$ cat src/rtl/bank_occupancy_ctrl.sv
module bank_occupancy_ctrl #(
  parameter int LAT   = 20,
  parameter int DEPTH = 8,
  parameter int TAG_W = 6,
  parameter int TS_W  = 16,
  parameter int CNT_W = 32,
  parameter int SUM_W = 40
) (
  input  logic             clk,
  input  logic             rst_n,
  input  logic             req_valid,
  input  logic [1:0]       req_cmd,
  input  logic [TAG_W-1:0] req_tag,
  output logic             req_ready,
  output logic             busy,
  output logic             reply_valid,
  output logic             reply_excl,
  output logic [TAG_W-1:0] reply_tag,
  output logic             wb_free_valid,
  output logic [TAG_W-1:0] wb_free_tag,
  output logic             swb_done_valid,
  output logic [TAG_W-1:0] swb_done_tag,
  output logic [CNT_W-1:0] access_count,
  output logic [SUM_W-1:0] wait_total
);
  localparam int PTR_W = (DEPTH > 1) ? $clog2(DEPTH) : 1;
  localparam int FIL_W = $clog2(DEPTH + 1);
  localparam int TMR_W = (LAT > 1) ? $clog2(LAT) : 1;
  localparam logic [1:0] CMD_WB  = 2'd2;
  localparam logic [1:0] CMD_SWB = 2'd3;

  logic [TAG_W-1:0] q_tag [DEPTH];
  logic [1:0]       q_cmd [DEPTH];
  logic [TS_W-1:0]  q_ts  [DEPTH];
  logic [PTR_W-1:0] wr_ptr, rd_ptr;
  logic [FIL_W-1:0] fill;
  logic [TS_W-1:0]  now;
  logic [TMR_W-1:0] timer;
  logic [1:0]       cur_cmd;
  logic [TAG_W-1:0] cur_tag;
  logic             push, start, done, first;

  assign req_ready = fill != FIL_W'(DEPTH);
  assign push      = req_valid && req_ready;
  assign done      = busy && timer == '0;
  assign first     = busy && timer == TMR_W'(LAT - 1);
  assign start     = fill != '0 && (!busy || done);

  assign reply_valid    = done && !cur_cmd[1];
  assign reply_excl     = reply_valid && cur_cmd[0];
  assign reply_tag      = cur_tag;
  assign wb_free_valid  = first && cur_cmd == CMD_WB;
  assign wb_free_tag    = cur_tag;
  assign swb_done_valid = done && cur_cmd == CMD_SWB;
  assign swb_done_tag   = cur_tag;

  always_ff @(posedge clk) begin
    if (push) begin
      q_tag[wr_ptr] <= req_tag;
      q_cmd[wr_ptr] <= req_cmd;
      q_ts[wr_ptr]  <= now;
    end
  end

  always_ff @(posedge clk) begin
    if (!rst_n) begin
      wr_ptr <= '0; rd_ptr <= '0; fill <= '0; now <= '0;
      busy <= 1'b0; timer <= '0; cur_cmd <= '0; cur_tag <= '0;
      access_count <= '0; wait_total <= '0;
    end else begin
      now <= now + 1'b1;
      if (push) wr_ptr <= (wr_ptr == PTR_W'(DEPTH - 1)) ? '0 : wr_ptr + 1'b1;
      fill <= fill + FIL_W'(push) - FIL_W'(start);
      if (start) begin
        rd_ptr       <= (rd_ptr == PTR_W'(DEPTH - 1)) ? '0 : rd_ptr + 1'b1;
        busy         <= 1'b1;
        timer        <= TMR_W'(LAT - 1);
        cur_cmd      <= q_cmd[rd_ptr];
        cur_tag      <= q_tag[rd_ptr];
        access_count <= access_count + 1'b1;
        wait_total   <= wait_total + SUM_W'(TS_W'(now - q_ts[rd_ptr]));
      end else if (done) begin
        busy <= 1'b0;
      end else if (busy) begin
        timer <= timer - 1'b1;
      end
    end
  end


  busy_hold_chk: assert property (@(posedge clk) disable iff (!rst_n)
    busy && timer != '0 |=> busy && cur_tag == $past(cur_tag));

  start_from_queue_chk: assert property (@(posedge clk) disable iff (!rst_n)
    $rose(busy) |-> $past(fill) != '0);

  back_to_back_chk: assert property (@(posedge clk) disable iff (!rst_n)
    done && fill != '0 |=> first);

  drain_idle_chk: assert property (@(posedge clk) disable iff (!rst_n)
    done && fill == '0 |=> !busy);

  access_step_chk: assert property (@(posedge clk) disable iff (!rst_n)
    !$stable(access_count) |-> access_count == CNT_W'($past(access_count) + 1'b1));

  fill_bound_chk: assert property (@(posedge clk) disable iff (!rst_n)
    fill <= FIL_W'(DEPTH));
endmodule

$ cat config.mk
export PLATFORM = sky130hd
export DESIGN_NAME = bank_occupancy_ctrl
export DESIGN_NICKNAME = d
export VERILOG_FILES = /design/src/rtl/bank_occupancy_ctrl.sv
export SDC_FILE = /design/constraint.sdc
export NUM_CORES = 1
export LEC_CHECK = 0
export BUFFER_PORTS_ARGS = -buffer_cell sky130_fd_sc_hd__buf_2
export CORE_AREA = 2 2 190 192
export DETAILED_ROUTE_END_ITERATION = 12
export DIE_AREA = 0 0 192 194
export PLACE_DENSITY = 0.68
export REMOVE_ABC_BUFFERS = 1
export SETUP_SLACK_MARGIN = 0.4
export SYNTH_ARGS = -nofsm -noshare
export SYNTH_HDL_FRONTEND = slang
export SYNTH_SLANG_ARGS = --single-unit
$ cat constraint.sdc
create_clock -name clk -period 6.63 [get_ports clk]
set_input_delay 1.326 -clock clk [delete_from_list [all_inputs] [get_ports clk]]
set_output_delay 1.326 -clock clk [all_outputs]
set_load 0.1 [all_outputs]
==> reports/summary.txt, run 1 <==
Status - completed
Post-DP HPWL - 19.7 mm
Clk_lat worst skew - 580 ps
Final Skew - 9.45 ps
Setup TNS - 0 ps
1st-pass router iterations - 4
PostCTS Resize Cnt - 0
Clock buffer count from CTS - 31
Reg area - 0.00807 mm^2
# Max-Cap Violations - 0
WP data arrival - 5900 ps
Largest area contributor in the netlist - edfxtp_1
Largest net degree at the start of global routing - 56
Worst Max-Slew Pin Slew - 1140 ps
H-tree depth - 1
RSZ-0062 raised after global routing - false
Sink Count - 307
Post-synth EDFFs - 192
Die Y - 194 um
Cells after synthesis - 1104
Non-filler cells, final - 1680
Routed Antenna Nets - 0
Via density - 5.43
Chip Width - 192 um
Fillcell total - 3125
Ports - 107
Initial antenna violation count - 0
Ys Warns - 0
Detailed router's first-iteration violation count - 511
Worst-path maximum fanout - 24
Fraction of registers with async set/reset - 0%
Worst VDD drop - 291 uV
Post-CTS Setup Repair Bufs - 0
Dpl cells - 1623
Area growth, synth to finish - 14.5%
Min cycle time layout - 5390 ps
Number of core rows - 69
CTS tree - done
Core area - 0.0352 mm^2
Clock slew at reported path FFs - 60 ps
Post-synthesis sequential area ratio - 57.8%
Post-synth top flop - edfxtp_1
PD cells - 439 mW/mm^2
Multi-input logic area - 0.00552 mm^2
Post-layout nets - 1255
Slew Limit Fails - 0
Clock buffer depth - 3
N_diodes - 0
CP endpoint kind - register
Library cells used by synthesis - 67
Syn Std Cell Area - 0.0140 mm^2
Total number of vias - 9130
Initial core utilization - 39.6%
Port Buf Inserts - 106
CTS root buf - clkbuf_16
Per-cell routed wire length - 18.1 um
Syn_area_per_cell - 12.6 um^2
Residual DRC count - 0
Hold crit path type - register to register
Vias in the first global route - 8881
Hold_buf cts - 0
Grt ovf - 0
DRT Wirelength - 30.4 mm
Synth top area cells - edfxtp_1 (41%), dfxtp_1 (16%), mux4_2 (7.7%)
Crit path launch type - register
Setup-failing EPs final - 0
Worst rel slew slack - 23.9%
Lkg Pwr - 5.88 nW
Total GRT Usage - 16.3%
Leading cell types in the layout, fill and taps excluded - edfxtp_1 (192), dfxtp_1 (114), buf_2 (106)
GPL Wtd Cong - 0.857
Critical Path RT - 7140 ps
Fin crit share - 81.3%
Number of synthesized register bits - 307
Setup CP Type - register to register
Die area - 0.0372 mm^2
Hold Fails Final Rpt - 0
Ratio of cells with drive above 1 in the final layout - 19.6%
First-pass GRT wire length - 48.4 mm
Commonest non-fill, non-tap cell in the layout - edfxtp_1
Top cell type's share of synthesized area - 41.3%
Maximum clock rate - 0.186 GHz
[report_power, final]
| part | switching (mW) | total [mW] | internal (mW) |
|---|---|---|---|
| clock | 0.733 | 1.82 | 1.09 |
| combinational | 1.88 | 2.86 | 0.981 |
| sequential | 0.154 | 2.34 | 2.18 |
| total | 2.76 | 7.02 | 4.25 |
[Yosys cell counts, types with 4 or more instances]
cell / number
edfxtp_1: 192
dfxtp_1: 115
nand2_1: 82
nor2_1: 82
a21oi_1: 49
mux4_2: 48
ha_1: 46
nand3_1: 46
clkbuf_1: 41
xor2_1: 38
mux2i_1: 36
and3_1: 23
inv_1: 22
o21ai_0: 22
a211oi_1: 21
nand2b_1: 21
xnor2_1: 20
nand4_1: 19
o211ai_1: 15
a21o_1: 14
buf_4: 14
nor3_1: 14
or3_1: 13
and4_1: 9
and2_1: 7
o21bai_1: 7
or4_1: 7
a31oi_1: 5
buf_1: 5
nor4_1: 5
o41ai_1: 5
a211o_1: 4
buf_2: 4
o311ai_1: 4
o31ai_1: 4
[worst paths after layout]
check / start / end / slack (ps) / cells past startpoint
hold reg to reg: access_count[31]$_SDFFE_PN0P_ / access_count[31]$_SDFFE_PN0P_ / 480 / 2
setup / recovery: register / wait_total[35]$_SDFFE_PN0P_ / 1240 / 16
hold / removal: access_count[31]$_SDFFE_PN0P_ / access_count[31]$_SDFFE_PN0P_ / 480 / 2
setup reg to reg: register / wait_total[35]$_SDFFE_PN0P_ / 1240 / 16
[layout make-up]
cell class,instances,share of cell area (%)
Clock buffer,45,5.56
Sequential cell,307,50.5
Clock inverter,12,1.13
Timing Repair Buffer,124,4.16
Tap cell,461,3.61
Inverter,24,0.563
Multi-Input combinational cell,707,34.5
[critical path, stage by stage (launching register included)]
cell and delay (ps):
dfxtp_2 500, buf_4 490, mux4_2 560, mux2i_1 200
ha_1 300, a2111o_1 390, o211ai_1 180, a21boi_0 210
o21a_1 240, o311ai_0 480, ha_1 280, and3_1 240
nand2_1 120, o21ai_0 170, nand2_1 330, a211oi_1 390
mux2i_1 220
[kinds of logic (layout without fill, tap and decap cells)]
kind of cell	after synthesis	after routing	synth area share (%)
muxes	85	85	10.4
DFF	307	307	57.8
and+or+nand+nor	343	343	12.4
buffers and inverters	90	205	2.94
xor gates and xnor gates	58	58	3.64
AOI/OAI and AO/OA	172	172	8.29
adders and majority gates	49	49	4.55
[metal layers]
metal | global-route usage (%) | part of all wire, % | vias up
met5 | 0 | 0 | -
met4 | 4.24 | 2.1 | 0
met3 | 2.32 | 5.0 | 39
met1 | 22.2 | 45 | 4514
met2 | 27.5 | 48 | 219
li1 | - | - | 4358
[sequential cells by signal, summed over array words and instances (netlist names), named ones only]
| signal | flops |
|---|---|
| q_ts | 128 |
| q_tag | 48 |
| wait_total | 40 |
| access_count | 32 |
| now | 16 |
| q_cmd | 16 |
| reply_tag | 6 |
| timer | 5 |
| fill | 4 |
| rd_ptr | 3 |
| wr_ptr | 3 |
| cur_cmd | 2 |
| busy | 1 |
[stage by stage]
step | util, % | power (mW) | hold slack, ps | worst slack, ps | cell area, um^2
floorplan | - | 4.61 | 494 | 938 | 13600
global placement | 42.4 | 5.19 | 449 | 1260 | 14900
detailed placement | 42.4 | 5.24 | 475 | 1240 | 14900
CTS | 45.4 | 7.07 | 484 | 1210 | 16000
global route | 45.4 | 7.41 | 494 | 733 | 16000
finish | 45.4 | 7.02 | 477 | 1240 | 16000
No activity file was read; power rests on OpenSTA's default activity.
==> run 2, diff against run 1 <==
ABC_AREA = 1   (was not set)
CORE_AREA = 2 2 196 198   (was 2 2 190 192)
DIE_AREA = 0 0 198 200   (was 0 0 192 194)
PLACE_DENSITY = 0.67   (was 0.68)
clock period = 5.3 ns   (was 6.63 ns; I/O delays follow)
==> reports/summary.txt, run 2 <==
Syn Std Cell Area - 0.0148 mm^2 (+5.9%)
Vias in the first global route - 11200 (+26%)
Final Skew - 24.4 ps (+14.9 ps)
Hold Fails Final Rpt - 0 (unchanged)
Chip Width - 198 um (+3.1%)
Total number of vias - 11800 (+29%)
H-tree depth - 1 (unchanged)
R2r endpoint - wait_total[25]$_SDFFE_PN0P_
Clock buffer depth - 3 (unchanged)
Fin crit share - 82.7% (+1.4 points)
# Max-Cap Violations - 0 (unchanged)
CTS tree - done
Fraction of registers with async set/reset - 0% (unchanged)
Clk_lat worst skew - 570 ps (about the same)
Ratio of cells with drive above 1 in the final layout - 11.9% (-7.7 points)
Grt ovf - 0 (unchanged)
First-pass GRT wire length - 60.1 mm (+24%)
Status - completed
DP Worst Slack - 821 ps (-420 ps)
Core area - 0.0374 mm^2 (+6.2%)
Hold path cells - 2 (unchanged)
Residual DRC count - 0 (unchanged)
Total GRT Usage - 19.3% (+2.9 points)
Setup TNS - 0 ps (unchanged)
Routed Antenna Nets - 0 (unchanged)
Ports - 107 (unchanged)
Commonest non-fill, non-tap cell in the layout - nand2_1
R2R depth - 22 (+6)
Lkg Pwr - 6.62 nW (+13%)
PD cells - 530 mW/mm^2 (+21%)
Setup CP Type - register to register
Worst Max-Slew Pin Slew - 1090 ps (-46.6 ps)
Worst-path maximum fanout - 33 (+38%)
Biggest register - q_ts
CP endpoint kind - register
Die Y - 200 um (+3.1%)
Worst rel slew slack - 27.3% (+3.4 points)
Setup-failing EPs final - 0 (unchanged)
Worst VDD drop - 265 uV (-9.0%)
Post-layout nets - 1814 (+45%)
Critical Path RT - 5750 ps (-1390 ps)
Clock buffer count from CTS - 31 (unchanged)
Reg2Reg Setup Slack - 920 ps (-320 ps)
WP data arrival - 4840 ps (-1060 ps)
Hold crit path type - register to register
Hold EP - reply_tag[1]$_SDFFE_PN0P_
GPL Wtd Cong - 0.903 (+5.3%)
Number of core rows - 71 (+2.9%)
Hold Path Origin - reply_tag[1]$_SDFFE_PN0P_
Slack of the critical path - 917 ps (-323 ps)
Hold_buf cts - 0 (unchanged)
Per-cell routed wire length - 16.5 um (-8.9%)
Count leader, synth - nand2_1
Power Total - 8.91 mW (+27%)
RSZ-0062 raised after global routing - false
Min cycle time layout - 4380 ps (-1010 ps)
Die area - 0.0396 mm^2 (+6.3%)
Number of synthesized register bits - 307 (unchanged)
Post-CTS Setup Repair Bufs - 0 (unchanged)
Post-synth EDFFs - 192 (unchanged)
Slew Limit Fails - 0 (unchanged)
Post-DP HPWL - 25.2 mm (+28%)
Max FFs per register - 128 (unchanged)
Cells after synthesis - 1660 (+50%)
CTS root buf - clkbuf_16
Largest area contributor in the netlist - edfxtp_1
Syn_area_per_cell - 8.91 um^2 (-30%)
Clock slew at reported path FFs - 60 ps (about the same)
Largest registers - q_ts (128), q_tag (48), wait_total (40)
Crit path launch type - register
1st-pass router iterations - 5 (+1)
N_diodes - 0 (unchanged)
Area growth, synth to finish - 13.6%
Leading cell types in the layout, fill and taps excluded - nand2_1 (353), nor2_1 (235), edfxtp_1 (192)
Synth top area cells - edfxtp_1 (39%), dfxtp_1 (16%), nand2_1 (9.0%)
Initial core utilization - 39.5% (-0.098 points)
DRT Wirelength - 37.8 mm (+24%)
Via density - 5.13 (-5.5%)
Sink Count - 307 (unchanged)
Post-synth top cells - nand2_1 (353), nor2_1 (243), edfxtp_1 (192)
Library cells used by synthesis - 54 (-19%)
Ys Warns - 0 (unchanged)
Post-synth top flop - edfxtp_1
Initial antenna violation count - 0 (unchanged)
Multi-input logic area - 0.00589 mm^2 (+6.8%)
Detailed router's first-iteration violation count - 942 (+84%)
Maximum clock rate - 0.228 GHz (+23%)
Top cell type's share of synthesized area - 39.0% (-2.3 points)
Largest net degree at the start of global routing - 65 (+16%)
Reg area - 0.00807 mm^2 (unchanged)
Port Buf Inserts - 106 (unchanged)
Post-synthesis sequential area ratio - 54.6% (-3.2 points)
Fillcell total - 3560 (+14%)
## run 2: cell types whose count changed after synthesis, sizes merged, moves of 46 or more
cell	previous run	this run
a21oi	49	95
o21ai	22	145
nand3	47	98
nand2	82	356
inv	23	143
mux4	48	0
nor2	84	249
## run 2: stage by stage
stage	cells	area (um^2)	util [%]	hold WS (ps)
2_1_floorplan	1600	14500	-	455
3_3_place_gp	2232	15800	42.2	460
3_5_place_dp	2232	15800	42.2	465
4_1_cts	2290	16800	44.9	476
5_1_grt	2290	16800	44.9	499
6_report	2290	16800	44.9	473
## run 2: where the power goes
part | leakage [nW] | internal (mW) | switching (mW) | total (mW)
sequential | 2.66 | 2.77 | 0.166 | 2.93
combinational | 3.47 | 0.977 | 2.83 | 3.81
clock | 0.496 | 1.26 | 0.902 | 2.16
total | 6.62 | 5.00 | 3.90 | 8.91
## run 2: layout make-up
type,count,area share [%]
Clock buffer,39,4.97
Timing Repair Buffer,121,3.83
Tap cell,511,3.80
Multi-Input combinational cell,1149,35.1
Sequential cell,307,48.0
Inverter,144,3.25
Clock inverter,19,1.05
## run 2: worst max-delay path by stage
stage,to,slack [ps],cells after the start
detailed placement,wait_total[17]$_SDFFE_PN0P_,820,23
global placement,wait_total[17]$_SDFFE_PN0P_,900,22
global route,wait_total[33]$_SDFFE_PN0P_,500,23
floorplan,wait_total[29]$_SDFFE_PN0P_,640,22
finish,wait_total[25]$_SDFFE_PN0P_,920,22
CTS,wait_total[17]$_SDFFE_PN0P_,750,23
## run 2: critical path, cell delays in order, from the launching register on
cell,delay [ps]
dfxtp_1,370
clkinvlp_4,560
nor2_1,300
o21ai_1,110
a31oi_1,200
ha_1,160
inv_1,60
fa_1,430
nand3_1,90
nand2_1,100
nand3_1,90
nand2_1,60
xor2_1,170
ha_1,370
nand2_1,120
nor2_1,280
nand3_1,130
nand3_1,210
nand2_1,110
nand2_2,130
nand3_1,80
nand2_1,60
nor2_1,40
## run 2: kinds of logic after synthesis
group	share of synthesized area [%]
and+or+nand+nor	21.8
DFF	54.6
AOI/OAI and AO/OA	11.7
buffers and inverters	5.73
adders and majority gates	4.30
xor gates and xnor gates	1.13
muxes	0.812
## run 2: timing repair
action	in CTS	in global routing
resized for setup	0	1
setup endpoints to repair	0	22
hold endpoints to repair	0	0
## run 2: layer usage
layer,share of wire [%],vias up,GRT usage (%)
li1,-,5867,-
met1,45,5497,26.1
met2,46,338,32.1
met3,6.4,54,3.28
met4,2.1,0,4.98
met5,0,-,0
==> run 3, diff against run 2 <==
clock period = 4.3 ns   (was 5.3 ns; I/O delays follow)
==> reports/summary.txt, run 3 (synthesized netlist as in run 2, its figures left out) <==
Initial antenna violation count - 1 (+1)
Post-DP HPWL - 25.8 mm (+2.2%)
Post-layout nets - 1850 (+2.0%)
GPL Wtd Cong - 0.915 (+1.4%)
Final core occ - 47.5% (+2.6 points)
Power Total - 12.1 mW (+36%)
DRT Wirelength - 39.9 mm (+5.6%)
Die Y - 200 um (unchanged)
Min cycle time layout - 3710 ps (-677 ps)
Sink Count - 307 (unchanged)
Port Buf Inserts - 106 (unchanged)
Worst rel slew slack - 28.3% (+0.95 points)
H-tree depth - 1 (unchanged)
RSZ-0062 raised after global routing - true
First-pass GRT wire length - 59.6 mm (-0.78%)
Total GRT Usage - 19.1% (-0.19 points)
Ratio of cells with drive above 1 in the final layout - 18.5% (+6.6 points)
Slew Limit Fails - 0 (unchanged)
Initial core utilization - 39.5% (unchanged)
N_diodes - 0 (unchanged)
Clock buffer depth - 3 (unchanged)
Fin crit share - 86.2% (+3.5 points)
Clk_lat worst skew - 570 ps (about the same)
Chip Width - 198 um (unchanged)
Area growth, synth to finish - 20.1%
Max FFs per register - 128 (unchanged)
Hold slack final - 474 ps (+1.27 ps)
Core area - 0.0374 mm^2 (unchanged)
Crit path launch type - register
PD cells - 680 mW/mm^2 (+28%)
Detailed router's first-iteration violation count - 1031 (+9.4%)
Largest net degree at the start of global routing - 56 (-14%)
Leading cell types in the layout, fill and taps excluded - nand2_1 (329), nor2_1 (222), edfxtp_1 (192)
Grt ovf - 0 (unchanged)
Ports - 107 (unchanged)
Residual DRC count - 0 (unchanged)
Commonest non-fill, non-tap cell in the layout - nand2_1
Via density - 5.28 (+2.9%)
Per-cell routed wire length - 17.2 um (+4.0%)
Vias in the first global route - 11200 (+0.0089%)
Biggest register - q_ts
Hold Fails Final Rpt - 0 (unchanged)
CTS tree - done
CP endpoint kind - register
Number of core rows - 71 (unchanged)
# Max-Cap Violations - 0 (unchanged)
CTS root buf - clkbuf_16
WP data arrival - 4170 ps (-670 ps)
Worst Max-Slew Pin Slew - 1070 ps (-14.3 ps)
Final Skew - 25.1 ps (+0.708 ps)
Slack of the critical path - 593 ps (-323 ps)
Clock buffer count from CTS - 31 (unchanged)
Total number of vias - 12300 (+4.5%)
Clock slew at reported path FFs - 60 ps (about the same)
Critical Path RT - 4760 ps (-990 ps)
DP Worst Slack - 134 ps (-687 ps)
Largest registers - q_ts (128), q_tag (48), wait_total (40)
Lkg Pwr - 6.97 nW (+5.3%)
1st-pass router iterations - 5 (unchanged)
Setup CP Type - register to register
Die area - 0.0396 mm^2 (unchanged)
Maximum clock rate - 0.270 GHz (+18%)
Hold crit path type - register to register
Status - completed
Worst VDD drop - 458 uV (+73%)
Routed Antenna Nets - 0 (unchanged)
Setup-failing EPs final - 0 (unchanged)
Worst-path maximum fanout - 16 (-52%)
Hold_buf cts - 0 (unchanged)
==> run 3: cell count changes in the layout (fill, tap and decap cells not counted), sizes merged <==
cell | before | now
bufinv | 3 | 2
clkinvlp | 3 | 5
clkinv | 13 | 7
clkbuf | 39 | 50
buf | 121 | 151
==> run 3: where the power goes <==
group | total [mW] | internal (mW) | switching [mW]
sequential | 3.65 | 3.42 | 0.237
clock | 2.67 | 1.52 | 1.15
combinational | 5.75 | 1.82 | 3.93
total | 12.1 | 6.76 | 5.32
==> run 3: cell type report <==
type | instances | area (um^2)
Inverter | 144 | 552
Tap cell | 511 | 639
Clock buffer | 44 | 865
Multi-Input combinational cell | 1149 | 6360
Timing Repair Buffer | 157 | 1130
Fill cell | 3450 | 19600
Clock inverter | 14 | 140
Sequential cell | 307 | 8080
==> run 3: routing by layer <==
metal	vias to the layer above	global-route usage [%]	wire length, um
li1	5940	-	-
met1	5860	26.9	17800
met2	423	30.2	18400
met3	61	3.02	2860
met4	0	5.93	843
met5	-	0	0
==> run 3: path summary, 6_finish.rpt <==
check	start	to	slack [ps]	cells past startpoint
setup reg to reg	register	wait_total[34]$_SDFFE_PN0P_	590	24
setup / recovery	register	wait_total[34]$_SDFFE_PN0P_	590	24
hold / removal	reply_tag[1]$_SDFFE_PN0P_	reply_tag[1]$_SDFFE_PN0P_	470	2
hold reg to reg	reply_tag[1]$_SDFFE_PN0P_	reply_tag[1]$_SDFFE_PN0P_	470	2
==> run 3: worst max-delay path: stages (launching register included) <==
cell and delay, ps:
dfxtp_4 360, buf_6 130, buf_12 150, o21ai_0 90, o22ai_1 150, nor2_1 50
a31oi_1 230, ha_2 230, inv_2 50, fa_2 400, nand3_2 80, nand2_2 70
nand3_1 70, nand2_1 70, xor2_1 150, ha_1 380, nand2_2 130, nor2_4 170
nand3_1 110, nand3_2 90, nand2_1 70, nand2_2 120, nand3_1 90, nand2_1 80
nor2_1 50
==> run 3: per-stage QoR <==
| step | cell area [um^2] | std cells | setup TNS, ps |
|---|---|---|---|
| after floorplan | 14500 | 1600 | -8510 |
| after global placement | 15900 | 2240 | 0 |
| after detailed placement | 15900 | 2240 | 0 |
| after CTS | 17000 | 2299 | 0 |
| after global routing | 17800 | 2326 | 0 |
| final | 17800 | 2326 | 0 |
==> run 3: what timing repair did <==
| item | CTS | global route |
|---|---|---|
| setup buffers | 1 | 21 |
| gates resized for setup | 24 | 119 |
| pin swaps | 0 | 35 |
| setup endpoints to repair | 27 | 32 |
| endpoints found under the hold margin | 0 | 0 |
| gates cloned | 0 | 6 |
